<file path="src/rtl/pcs_pkg.sv">
package pcs_pkg;
  typedef enum logic [4:0] {
    ST_IDLE, ST_WAIT,
    ST_D_MARGIN, ST_A_MARGIN,
    ST_D_HIGH, ST_A_HIGH,
    ST_D_LOW, ST_A_LOW,
    ST_D_U, ST_A_U,
    ST_NEXT_M, ST_NEXT_PL,
    ST_D_N, ST_A_N,
    ST_D_VCO, ST_A_VCO,
    ST_D_LWV, ST_A_LWV,
    ST_FIN, ST_A_FREQ, ST_OUT
  } pcs_state_e;
endpackage

</file>
<file path="src/rtl/pcs_divider.sv">
module pcs_divider #(
  parameter int unsigned DW = 37
) (
  input  logic          clk,
  input  logic          rst_n,
  input  logic          start,
  input  logic [DW-1:0] num,
  input  logic [DW-1:0] den,
  output logic          done,
  output logic [DW-1:0] quo,
  output logic [DW-1:0] rem
);
  localparam int unsigned CW = $clog2(DW + 1);

  logic [CW-1:0] cnt;
  logic [DW-1:0] den_r;
  logic [DW:0]   shifted;
  logic          fits;

  assign shifted = {rem, quo[DW-1]};
  assign fits    = shifted >= {1'b0, den_r};

  always_ff @(posedge clk or negedge rst_n) begin
    if (!rst_n) begin
      cnt   <= '0;
      den_r <= '0;
      quo   <= '0;
      rem   <= '0;
      done  <= 1'b0;
    end else begin
      done <= 1'b0;
      if (start) begin
        quo   <= num;
        rem   <= '0;
        den_r <= den;
        cnt   <= CW'(DW);
      end else if (cnt != '0) begin
        if (fits) begin
          rem <= DW'(shifted - {1'b0, den_r});
          quo <= {quo[DW-2:0], 1'b1};
        end else begin
          rem <= shifted[DW-1:0];
          quo <= {quo[DW-2:0], 1'b0};
        end
        cnt <= cnt - 1'b1;
        if (cnt == CW'(1)) done <= 1'b1;
      end
    end
  end
endmodule

</file>
<file path="src/rtl/pcs_engine.sv">
module pcs_engine
  import pcs_pkg::*;
#(
  parameter int unsigned FW      = 22,
  parameter int unsigned MW      = 8,
  parameter int unsigned NW      = 8,
  parameter int unsigned PW      = 5,
  parameter int unsigned DW      = 37,
  parameter int unsigned M_MIN   = 1,
  parameter int unsigned M_MAX   = 255,
  parameter int unsigned N_MIN   = 8,
  parameter int unsigned N_MAX   = 255,
  parameter int unsigned PL_MIN  = 1,
  parameter int unsigned PL_MAX  = 31,
  parameter int unsigned VCO_MIN = 1300000,
  parameter int unsigned VCO_MAX = 2600000,
  parameter int unsigned U_MIN   = 12000,
  parameter int unsigned U_MAX   = 38400,
  parameter int unsigned TOL     = 218
) (
  input  logic          clk,
  input  logic          rst_n,
  input  logic          req_valid,
  output logic          req_ready,
  input  logic [FW-1:0] req_ref_khz,
  input  logic [FW-1:0] req_tgt_khz,
  input  logic          req_best_fit,
  output logic          res_valid,
  input  logic          res_ready,
  output logic [MW-1:0] res_m,
  output logic [NW-1:0] res_n,
  output logic [PW-1:0] res_pl,
  output logic [FW-1:0] res_freq_khz,
  output logic          res_inexact,
  output logic          res_none,
  output logic          div_start,
  output logic [DW-1:0] div_num,
  output logic [DW-1:0] div_den,
  input  logic          div_done,
  input  logic [DW-1:0] div_quo,
  input  logic [DW-1:0] div_rem
);
  localparam int unsigned XW = DW + 9;
  localparam logic [DW-1:0] VMIN_D  = DW'(VCO_MIN);
  localparam logic [DW-1:0] VMAX_D  = DW'(VCO_MAX);
  localparam logic [XW-1:0] STOP_K  = XW'(TOL + 1);

  pcs_state_e state, ret;
  logic [DW-1:0] ref_r, tgt_r, tvco, vmax, n, n2, vco, bdelta, delta;
  logic [PW:0]   pl, hi;
  logic [MW:0]   m;
  logic          bf_r, found;
  logic [MW-1:0] bm;
  logic [NW-1:0] bn;
  logic [PW-1:0] bpl;
  logic [FW-1:0] freq;
  logic [DW-1:0] ceil_q;

  assign ceil_q = div_quo + DW'(div_rem != '0);
  assign delta  = (div_quo >= tgt_r) ? div_quo - tgt_r : tgt_r - div_quo;

  function automatic logic [PW:0] clamp_pl(input logic [DW-1:0] v);
    if (v > DW'(PL_MAX))      return (PW+1)'(PL_MAX);
    else if (v < DW'(PL_MIN)) return (PW+1)'(PL_MIN);
    else                      return v[PW:0];
  endfunction

  assign req_ready    = (state == ST_IDLE);
  assign res_valid    = (state == ST_OUT);
  assign res_m        = bm;
  assign res_n        = bn;
  assign res_pl       = bpl;
  assign res_freq_khz = freq;
  assign res_none     = !found;
  assign res_inexact  = found && bf_r && (bdelta != '0);

  always_ff @(posedge clk or negedge rst_n) begin
    if (!rst_n) begin
      state <= ST_IDLE; ret <= ST_IDLE;
      ref_r <= '0; tgt_r <= '0; tvco <= '0; vmax <= '0;
      n <= '0; n2 <= '0; vco <= '0; bdelta <= '1;
      pl <= '0; hi <= '0; m <= '0; bf_r <= 1'b0; found <= 1'b0;
      bm <= '0; bn <= '0; bpl <= '0; freq <= '0;
      div_start <= 1'b0; div_num <= '0; div_den <= '0;
    end else begin
      div_start <= 1'b0;
      case (state)
        ST_IDLE: if (req_valid) begin
          ref_r <= DW'(req_ref_khz); tgt_r <= DW'(req_tgt_khz);
          bf_r <= req_best_fit; found <= 1'b0; bdelta <= '1;
          bm <= MW'(M_MAX); bn <= NW'(N_MIN); bpl <= PW'(PL_MIN);
          state <= ST_D_MARGIN;
        end
        ST_WAIT: if (div_done) state <= ret;
        ST_D_MARGIN: begin
          div_num <= tgt_r; div_den <= DW'(50); div_start <= 1'b1;
          ret <= ST_A_MARGIN; state <= ST_WAIT;
        end
        ST_A_MARGIN: begin
          tvco  <= tgt_r + div_quo;
          vmax  <= (tgt_r + div_quo > VMAX_D) ? tgt_r + div_quo : VMAX_D;
          state <= ST_D_HIGH;
        end
        ST_D_HIGH: begin
          div_num <= vmax; div_den <= tvco; div_start <= 1'b1;
          ret <= ST_A_HIGH; state <= ST_WAIT;
        end
        ST_A_HIGH: begin hi <= clamp_pl(ceil_q); state <= ST_D_LOW; end
        ST_D_LOW: begin
          div_num <= VMIN_D; div_den <= tvco; div_start <= 1'b1;
          ret <= ST_A_LOW; state <= ST_WAIT;
        end
        ST_A_LOW: begin
          pl <= clamp_pl(div_quo); m <= (MW+1)'(M_MIN); state <= ST_D_U;
        end
        ST_D_U: begin
          if (pl > hi) state <= ST_FIN;
          else begin
            div_num <= ref_r; div_den <= DW'(m); div_start <= 1'b1;
            ret <= ST_A_U; state <= ST_WAIT;
          end
        end
        ST_A_U: begin
          if (div_quo < DW'(U_MIN))      state <= ST_NEXT_PL;
          else if (div_quo > DW'(U_MAX)) state <= ST_NEXT_M;
          else                           state <= ST_D_N;
        end
        ST_NEXT_M: begin
          if (m >= (MW+1)'(M_MAX)) state <= ST_NEXT_PL;
          else begin m <= m + 1'b1; state <= ST_D_U; end
        end
        ST_NEXT_PL: begin
          pl <= pl + 1'b1; m <= (MW+1)'(M_MIN); state <= ST_D_U;
        end
        ST_D_N: begin
          div_num <= tgt_r * DW'(pl) * DW'(m); div_den <= ref_r;
          div_start <= 1'b1; ret <= ST_A_N; state <= ST_WAIT;
        end
        ST_A_N: begin
          n <= div_quo; n2 <= ceil_q;
          state <= (div_quo > DW'(N_MAX)) ? ST_NEXT_PL : ST_D_VCO;
        end
        ST_D_VCO: begin
          if (n > n2 || n > DW'(N_MAX)) state <= ST_NEXT_M;
          else if (n < DW'(N_MIN)) n <= n + 1'b1;
          else begin
            div_num <= ref_r * n; div_den <= DW'(m); div_start <= 1'b1;
            ret <= ST_A_VCO; state <= ST_WAIT;
          end
        end
        ST_A_VCO: begin
          vco <= div_quo;
          if (div_quo >= VMIN_D && div_quo <= vmax) state <= ST_D_LWV;
          else begin n <= n + 1'b1; state <= ST_D_VCO; end
        end
        ST_D_LWV: begin
          div_num <= vco + DW'(pl >> 1); div_den <= DW'(pl); div_start <= 1'b1;
          ret <= ST_A_LWV; state <= ST_WAIT;
        end
        ST_A_LWV: begin
          n <= n + 1'b1;
          state <= ST_D_VCO;
          if (delta < bdelta) begin
            bdelta <= delta; found <= 1'b1;
            bm <= m[MW-1:0]; bn <= n[NW-1:0]; bpl <= pl[PW-1:0];
            if (delta == '0 ||
                (!bf_r && XW'(vco) >= STOP_K * XW'(delta)))
              state <= ST_FIN;
          end
        end
        ST_FIN: begin
          if (!found) begin freq <= '0; state <= ST_OUT; end
          else begin
            div_num <= ref_r * DW'(bn);
            div_den <= DW'(bm) * DW'(bpl);
            div_start <= 1'b1; ret <= ST_A_FREQ; state <= ST_WAIT;
          end
        end
        ST_A_FREQ: begin freq <= div_quo[FW-1:0]; state <= ST_OUT; end
        ST_OUT: if (res_ready) state <= ST_IDLE;
        default: state <= ST_IDLE;
      endcase
    end
  end
endmodule

</file>
<file path="src/rtl/pll_coef_search.sv">
module pll_coef_search #(
  parameter int unsigned FW      = 22,
  parameter int unsigned M_MIN   = 1,
  parameter int unsigned M_MAX   = 255,
  parameter int unsigned N_MIN   = 8,
  parameter int unsigned N_MAX   = 255,
  parameter int unsigned PL_MIN  = 1,
  parameter int unsigned PL_MAX  = 31,
  parameter int unsigned VCO_MIN = 1300000,
  parameter int unsigned VCO_MAX = 2600000,
  parameter int unsigned U_MIN   = 12000,
  parameter int unsigned U_MAX   = 38400,
  parameter int unsigned TOL     = 218,
  localparam int unsigned MW     = $clog2(M_MAX + 1),
  localparam int unsigned NW     = $clog2(N_MAX + 1),
  localparam int unsigned PW     = $clog2(PL_MAX + 1)
) (
  input  logic          clk,
  input  logic          rst_n,
  input  logic          req_valid,
  output logic          req_ready,
  input  logic [FW-1:0] req_ref_khz,
  input  logic [FW-1:0] req_tgt_khz,
  input  logic          req_best_fit,
  output logic          res_valid,
  input  logic          res_ready,
  output logic [MW-1:0] res_m,
  output logic [NW-1:0] res_n,
  output logic [PW-1:0] res_pl,
  output logic [FW-1:0] res_freq_khz,
  output logic          res_inexact,
  output logic          res_none
);
  localparam int unsigned DW = FW + MW + PW + 2;

  logic          div_start, div_done;
  logic [DW-1:0] div_num, div_den, div_quo, div_rem;

  pcs_divider #(.DW(DW)) u_div (
    .clk(clk), .rst_n(rst_n), .start(div_start), .num(div_num),
    .den(div_den), .done(div_done), .quo(div_quo), .rem(div_rem)
  );

  pcs_engine #(
    .FW(FW), .MW(MW), .NW(NW), .PW(PW), .DW(DW),
    .M_MIN(M_MIN), .M_MAX(M_MAX), .N_MIN(N_MIN), .N_MAX(N_MAX),
    .PL_MIN(PL_MIN), .PL_MAX(PL_MAX), .VCO_MIN(VCO_MIN), .VCO_MAX(VCO_MAX),
    .U_MIN(U_MIN), .U_MAX(U_MAX), .TOL(TOL)
  ) u_eng (
    .clk(clk), .rst_n(rst_n),
    .req_valid(req_valid), .req_ready(req_ready),
    .req_ref_khz(req_ref_khz), .req_tgt_khz(req_tgt_khz),
    .req_best_fit(req_best_fit),
    .res_valid(res_valid), .res_ready(res_ready),
    .res_m(res_m), .res_n(res_n), .res_pl(res_pl),
    .res_freq_khz(res_freq_khz), .res_inexact(res_inexact),
    .res_none(res_none),
    .div_start(div_start), .div_num(div_num), .div_den(div_den),
    .div_done(div_done), .div_quo(div_quo), .div_rem(div_rem)
  );
endmodule

</file>
<file path="config.mk">
export PLATFORM = sky130hd
export DESIGN_NAME = pll_coef_search
export DESIGN_NICKNAME = d
export VERILOG_FILES = /design/src/rtl/pcs_pkg.sv /design/src/rtl/pcs_divider.sv /design/src/rtl/pcs_engine.sv /design/src/rtl/pll_coef_search.sv
export SDC_FILE = /design/constraint.sdc
export NUM_CORES = 2
export LEC_CHECK = 0
export BUFFER_PORTS_ARGS = -buffer_cell sky130_fd_sc_hd__buf_2
export CAP_MARGIN = 0
export CORE_MARGIN = 1.5
export CORE_UTILIZATION = 67
export CTS_CLUSTER_SIZE = 10
export DETAILED_ROUTE_END_ITERATION = 10
export PLACE_DENSITY_LB_ADDON = 0.1
export SLEW_MARGIN = 5
export SYNTH_ARGS = -nofsm -noshare
export SYNTH_HDL_FRONTEND = slang
export SYNTH_HIERARCHICAL = 1
export SYNTH_SLANG_ARGS = --single-unit
</file>
<file path="constraint.sdc">
create_clock -name clk -period 11.85 [get_ports clk]
set_input_delay 0.5925 -clock clk [delete_from_list [all_inputs] [get_ports clk]]
set_output_delay 0.5925 -clock clk [all_outputs]
set_load 0.005 [all_outputs]
</file>
==> tab_implementation.tex <==
\begin{tabular}{lr}
\hline
Metric & Value \\
\hline
\multicolumn{2}{l}{\textbf{Final layout}} \\
Area growth from synthesis to layout & 5.53\% \\
NumNets Final & 10700 \\
Area taken by multi-input logic gates & 0.0571 sq mm \\
Count of filler cells inserted in the layout & 8706 \\
Sequential cell area & about 0.013 sq mm \\
Fraction of final layout cells with drive strength greater than 1 & 5.71\% \\
\multicolumn{2}{l}{\textbf{Global routing}} \\
Maximum number of pins on one net before global-route repair & 109 \\
Met2 Resource Use GR & around 70\% \\
Layer with the highest usage after global routing & met2 \\
Met1 usage & 61.1\% \\
Overall overflow remaining after global route & 0 \\
Via count of the first global-routing pass & $\sim$70000 \\
Wire length of the first global-routing pass & about 420000 microns \\
Met3 Use GR & between 10\% and 20\% \\
Global Route Usage Sum & 48.1\% \\
Initial antenna violation count & 19 \\
\multicolumn{2}{l}{\textbf{Timing}} \\
Max\_slew headroom & 2.75\% \\
Fin crit share & 93.7\% \\
RSZ-0062 raised after global routing & no \\
Achievable Freq & about 0.09 GHz \\
Post-route minimum period & roughly 11000 ps \\
Total count of max-transition violations in the final report & 0 \\
Final count of negative-setup-slack endpoints & 0 \\
Total negative slack for setup checks & 0 ps \\
Slew at the pin closest to its max-slew limit & 1450 ps \\
Final Hold Violating Endpoints & 0 \\
Worst clock skew & about 71 ps \\
\multicolumn{2}{l}{\textbf{Synthesis}} \\
Simple-gate portion of the synthesized area & 17.3\% \\
Fraction of synthesized area in multiplexers & around 1.8\% \\
Adder and majority gate portion of the synthesized area & 36.0\% \\
Yosys top cell by area & sky130\_fd\_sc\_hd\_\_fa\_1 \\
Number of warning messages in the yosys log & 6 \\
Average size of a mapped cell & $\sim$8.5 sq um \\
Post-synthesis register bit count & between 500 and 600 \\
Main area contributors after synthesis & sky130\_fd\_sc\_hd\_\_fa\_1 26\%, sky130\_fd\_sc\_hd\_\_dfrtp\_1 16\%, sky130\_fd\_sc\_hd\_\_ha\_1 10\% \\
Dominant combinational cell family by area after synthesis & adder cells \\
Netlist area before placement & 0.0776 sq mm \\
Count of cell types in the netlist & 99 \\
Primary flip-flop cell chosen by synthesis mapping & sky130\_fd\_sc\_hd\_\_dfrtp\_1 \\
Compound-Gate Fraction of Synth Area & between 10\% and 20\% \\
Nets in the synthesized netlist & $\sim$11000 \\
Sequential-to-total area share from yosys stat & 17.3\% \\
Post-synth EDFFs & 0 \\
Yosys top cell area share & between 20\% and 30\% \\
Post-Synth XOR/XNOR Area & around 4.4\% \\
Proportion of register bits with asynchronous set or reset after synthesis & 100\% \\
Post-Synthesis Cells & 9171 \\
\multicolumn{2}{l}{\textbf{Min path}} \\
Source of the worst hold timing path & req\_ref\_khz[2] \\
Cell count of the worst hold path & 3 \\
Hold-critical path endpoint & u\_eng/ref\_r[2] \\
Hold Crit Class & input port to register \\
\multicolumn{2}{l}{\textbf{Drt}} \\
Number of DRC markers in iteration 0 & 8647 \\
Post-route DRC violation count & 0 \\
Number of optimization iterations in the first detailed-route pass & 7 \\
DR vias & between 60000 and 70000 \\
Wire length reported by the detailed router & around 280000 microns \\
Via density per instance & 6.58 \\
Routed wirelength normalized by instance count & 26.6 microns \\
Remaining antenna violation count after routing & 0 \\
\multicolumn{2}{l}{\textbf{Placed design}} \\
IO Port Bufs & 95 \\
GPL Wtd Cong & about 1.1 \\
DP Wirelength & 217000 microns \\
\multicolumn{2}{l}{\textbf{Flow run}} \\
Max-cap viol count & 0 \\
\multicolumn{2}{l}{\textbf{Critical path}} \\
Register-to-Register Setup Slack & between 700 and 800 ps \\
CP dominant cell by count & sky130\_fd\_sc\_hd\_\_inv\_1 \\
Peak per-stage delay on the critical path & 980 ps \\
Data arrival time of the worst path & 11590 ps \\
CP startpoint kind & register \\
Classification of the worst setup path & register to register \\
Worst r2r dst & u\_eng/div\_num[29] \\
Cell at the slowest stage of the critical path & sky130\_fd\_sc\_hd\_\_dfrtp\_1 \\
Worst setup EP type & register \\
Critical register-to-register path startpoint & u\_eng/pl[4] \\
Highest net fanout along the worst path & 25 \\
Required time at the worst-slack endpoint & about 12000 ps \\
Number of cells on the worst reg-to-reg path & 36 \\
\multicolumn{2}{l}{\textbf{Die}} \\
Chip width & 343 microns \\
Site row count & 124 \\
Die Footprint & roughly 0.12 sq mm \\
Die Height & between 300 and 400 microns \\
I/O pin cnt & 96 \\
Initial cell density of the core & 67.7\% \\
Area of the core & 0.115 sq mm \\
\multicolumn{2}{l}{\textbf{CTS}} \\
Clock Sinks & between 500 and 600 \\
Clock slew seen by the registers of the worst setup and hold paths & 60 ps \\
Number of CTS-inserted buffers & 71 \\
Clock Path Buffers & 3 \\
Clock insertion delay at the later pin of the skew report & slightly below 700 ps \\
Clock tree from TritonCTS & built \\
Root cell of the clock tree & sky130\_fd\_sc\_hd\_\_clkbuf\_16 \\
CTS H-tree lvls & 3 \\
\multicolumn{2}{l}{\textbf{Run status}} \\
Status & finished clean \\
\hline
\end{tabular}
==> cell usage after synthesis, types with 38 or more instances <==
master                     count
sky130_fd_sc_hd__a21o_1      159
sky130_fd_sc_hd__a21oi_1     407
sky130_fd_sc_hd__a221oi_1     41
sky130_fd_sc_hd__a22o_1       39
sky130_fd_sc_hd__a31oi_1      60
sky130_fd_sc_hd__and2_1      321
sky130_fd_sc_hd__and3_1       50
sky130_fd_sc_hd__clkbuf_1    453
sky130_fd_sc_hd__dfrtp_1     498
sky130_fd_sc_hd__fa_1       1003
sky130_fd_sc_hd__ha_1        629
sky130_fd_sc_hd__inv_1      1382
sky130_fd_sc_hd__mux2i_1     112
sky130_fd_sc_hd__nand2_1    1395
sky130_fd_sc_hd__nand2b_1     64
sky130_fd_sc_hd__nand3_1     164
sky130_fd_sc_hd__nand4_1      75
sky130_fd_sc_hd__nor2_1      489
sky130_fd_sc_hd__nor2b_1      56
sky130_fd_sc_hd__nor3_1      128
sky130_fd_sc_hd__nor4_1       47
sky130_fd_sc_hd__o211ai_1     38
sky130_fd_sc_hd__o21a_1       72
sky130_fd_sc_hd__o21ai_0     425
sky130_fd_sc_hd__xnor2_1     248
sky130_fd_sc_hd__xor2_1      128
==> metal layers <==
layer  vias to the layer above  wire (microns)
li1                      29500               -
met1                     34200          102000
met2                      4745          119000
met3                      1151           36800
met4                        10           23800
met5                         -              77
==> cell type report <==
| cell class | count | share of cell area [%] |
|---|---|---|
| Multi-Input combinational cell | 6743 | 69.7 |
| Sequential cell | 535 | 16.4 |
| Inverter | 1386 | 6.35 |
| Clock buffer | 94 | 2.37 |
| Timing Repair Buffer | 285 | 2.34 |
| Tap cell | 1512 | 2.31 |
| Clock inverter | 21 | 0.458 |
| Antenna cell | 10 | 0.0306 |
==> how the worst max path moves through the flow <==
stage	startpoint	to	slack, ps
after detailed placement	u_eng/tgt_r[21]	u_eng/state[2]	990
after global routing	u_eng/tgt_r[3]	u_eng/state[2]	70
after CTS	u_eng/tgt_r[21]	u_eng/state[2]	910
after floorplan	u_div/quo[20]	u_eng/state[2]	2200
final	u_eng/pl[4]	u_eng/div_num[29]	750
after global placement	u_eng/tgt_r[21]	u_eng/state[2]	1160
==> cells by family (layout without fill, tap and decap cells) <==
| kind of cell | after synthesis | count (layout) |
|---|---|---|
| adders and majority gates | 1632 | 1632 |
| muxes | 138 | 138 |
| DFF | 535 | 535 |
| and+or+nand+nor | 2928 | 2928 |
| buffers and inverters | 1893 | 1786 |
| xor gates and xnor gates | 380 | 380 |
| other | 0 | 10 |
| AOI/OAI and AO/OA | 1665 | 1665 |
==> worst max-delay path: cells and delay by family (launching register included) <==
| kind | cells | cell delay (ps) |
|---|---|---|
| AND/OR/NAND/NOR | 3 | 480 |
| flip-flops | 1 | 980 |
| AO/OA/AOI/OAI | 17 | 4870 |
| XOR/XNOR | 1 | 180 |
| buffers and inverters | 6 | 680 |
| adder cells (fa/ha/maj) | 9 | 3750 |
==> what timing repair did <==
item | CTS | global route
hold buffers | 1 | 0
buffers inserted | 0 | 0
resized for setup | 0 | 2
endpoints found under the hold margin | 11 | 0
setup endpoints to repair | 0 | 2
==> cells in the final DEF, fill, tap and decap left out, types with 25 or more instances in the layout <==
cell,n
sky130_fd_sc_hd__a211oi_1,36
sky130_fd_sc_hd__xnor2_1,248
sky130_fd_sc_hd__nand2b_1,64
sky130_fd_sc_hd__clkbuf_16,72
sky130_fd_sc_hd__a31oi_1,60
sky130_fd_sc_hd__buf_2,94
sky130_fd_sc_hd__dfrtp_1,494
sky130_fd_sc_hd__a21o_1,159
sky130_fd_sc_hd__and2_1,319
sky130_fd_sc_hd__nand4_1,75
sky130_fd_sc_hd__o21ai_0,424
sky130_fd_sc_hd__ha_1,629
sky130_fd_sc_hd__nor2_1,486
sky130_fd_sc_hd__o21bai_1,37
sky130_fd_sc_hd__a222oi_1,25
sky130_fd_sc_hd__mux2i_1,112
sky130_fd_sc_hd__a22o_1,39
sky130_fd_sc_hd__and3_1,49
sky130_fd_sc_hd__a221oi_1,41
sky130_fd_sc_hd__buf_4,189
sky130_fd_sc_hd__or3_1,36
sky130_fd_sc_hd__o31ai_1,32
sky130_fd_sc_hd__a21oi_1,405
sky130_fd_sc_hd__xor2_1,128
sky130_fd_sc_hd__inv_1,1381
sky130_fd_sc_hd__fa_1,1003
sky130_fd_sc_hd__o21a_1,72
sky130_fd_sc_hd__nand3_1,164
sky130_fd_sc_hd__a311oi_1,30
sky130_fd_sc_hd__dfstp_2,37
sky130_fd_sc_hd__nor3_1,123
sky130_fd_sc_hd__nand2_1,1393
sky130_fd_sc_hd__nor4_1,46
sky130_fd_sc_hd__o211ai_1,38
sky130_fd_sc_hd__nor2b_1,56
sky130_fd_sc_hd__o22ai_1,36
==> per-stage QoR <==
stage / util, % / instance area, sq um / worst slack [ps] / instances / hold slack (ps)
global route: 71.4 / 81900 / 69.0 / 10600 / 126
floorplan: - / 77600 / 2200 / 9171 / 297
finish: 71.4 / 81900 / 752 / 10600 / 115
CTS: 71.4 / 81900 / 906 / 10600 / 103
detailed placement: 69.4 / 79500 / 986 / 10500 / 466
global placement: 69.4 / 79500 / 1160 / 10500 / 453
==> state kept, by name, indices dropped and copies added (netlist names), 37 cells and up <==
register       count
u_eng/n           37
u_div/quo         37
u_eng/vco         37
u_eng/bdelta      37
u_eng/div_num     37
u_div/den_r       37
u_div/rem         37
u_eng/tvco        37
u_eng/div_den     37
u_eng/vmax        37
u_eng/n2          37
Power is left out: the tool's default activity adds up to more than one toggle a clock period on the data nets, which glitch-free logic cannot reach.
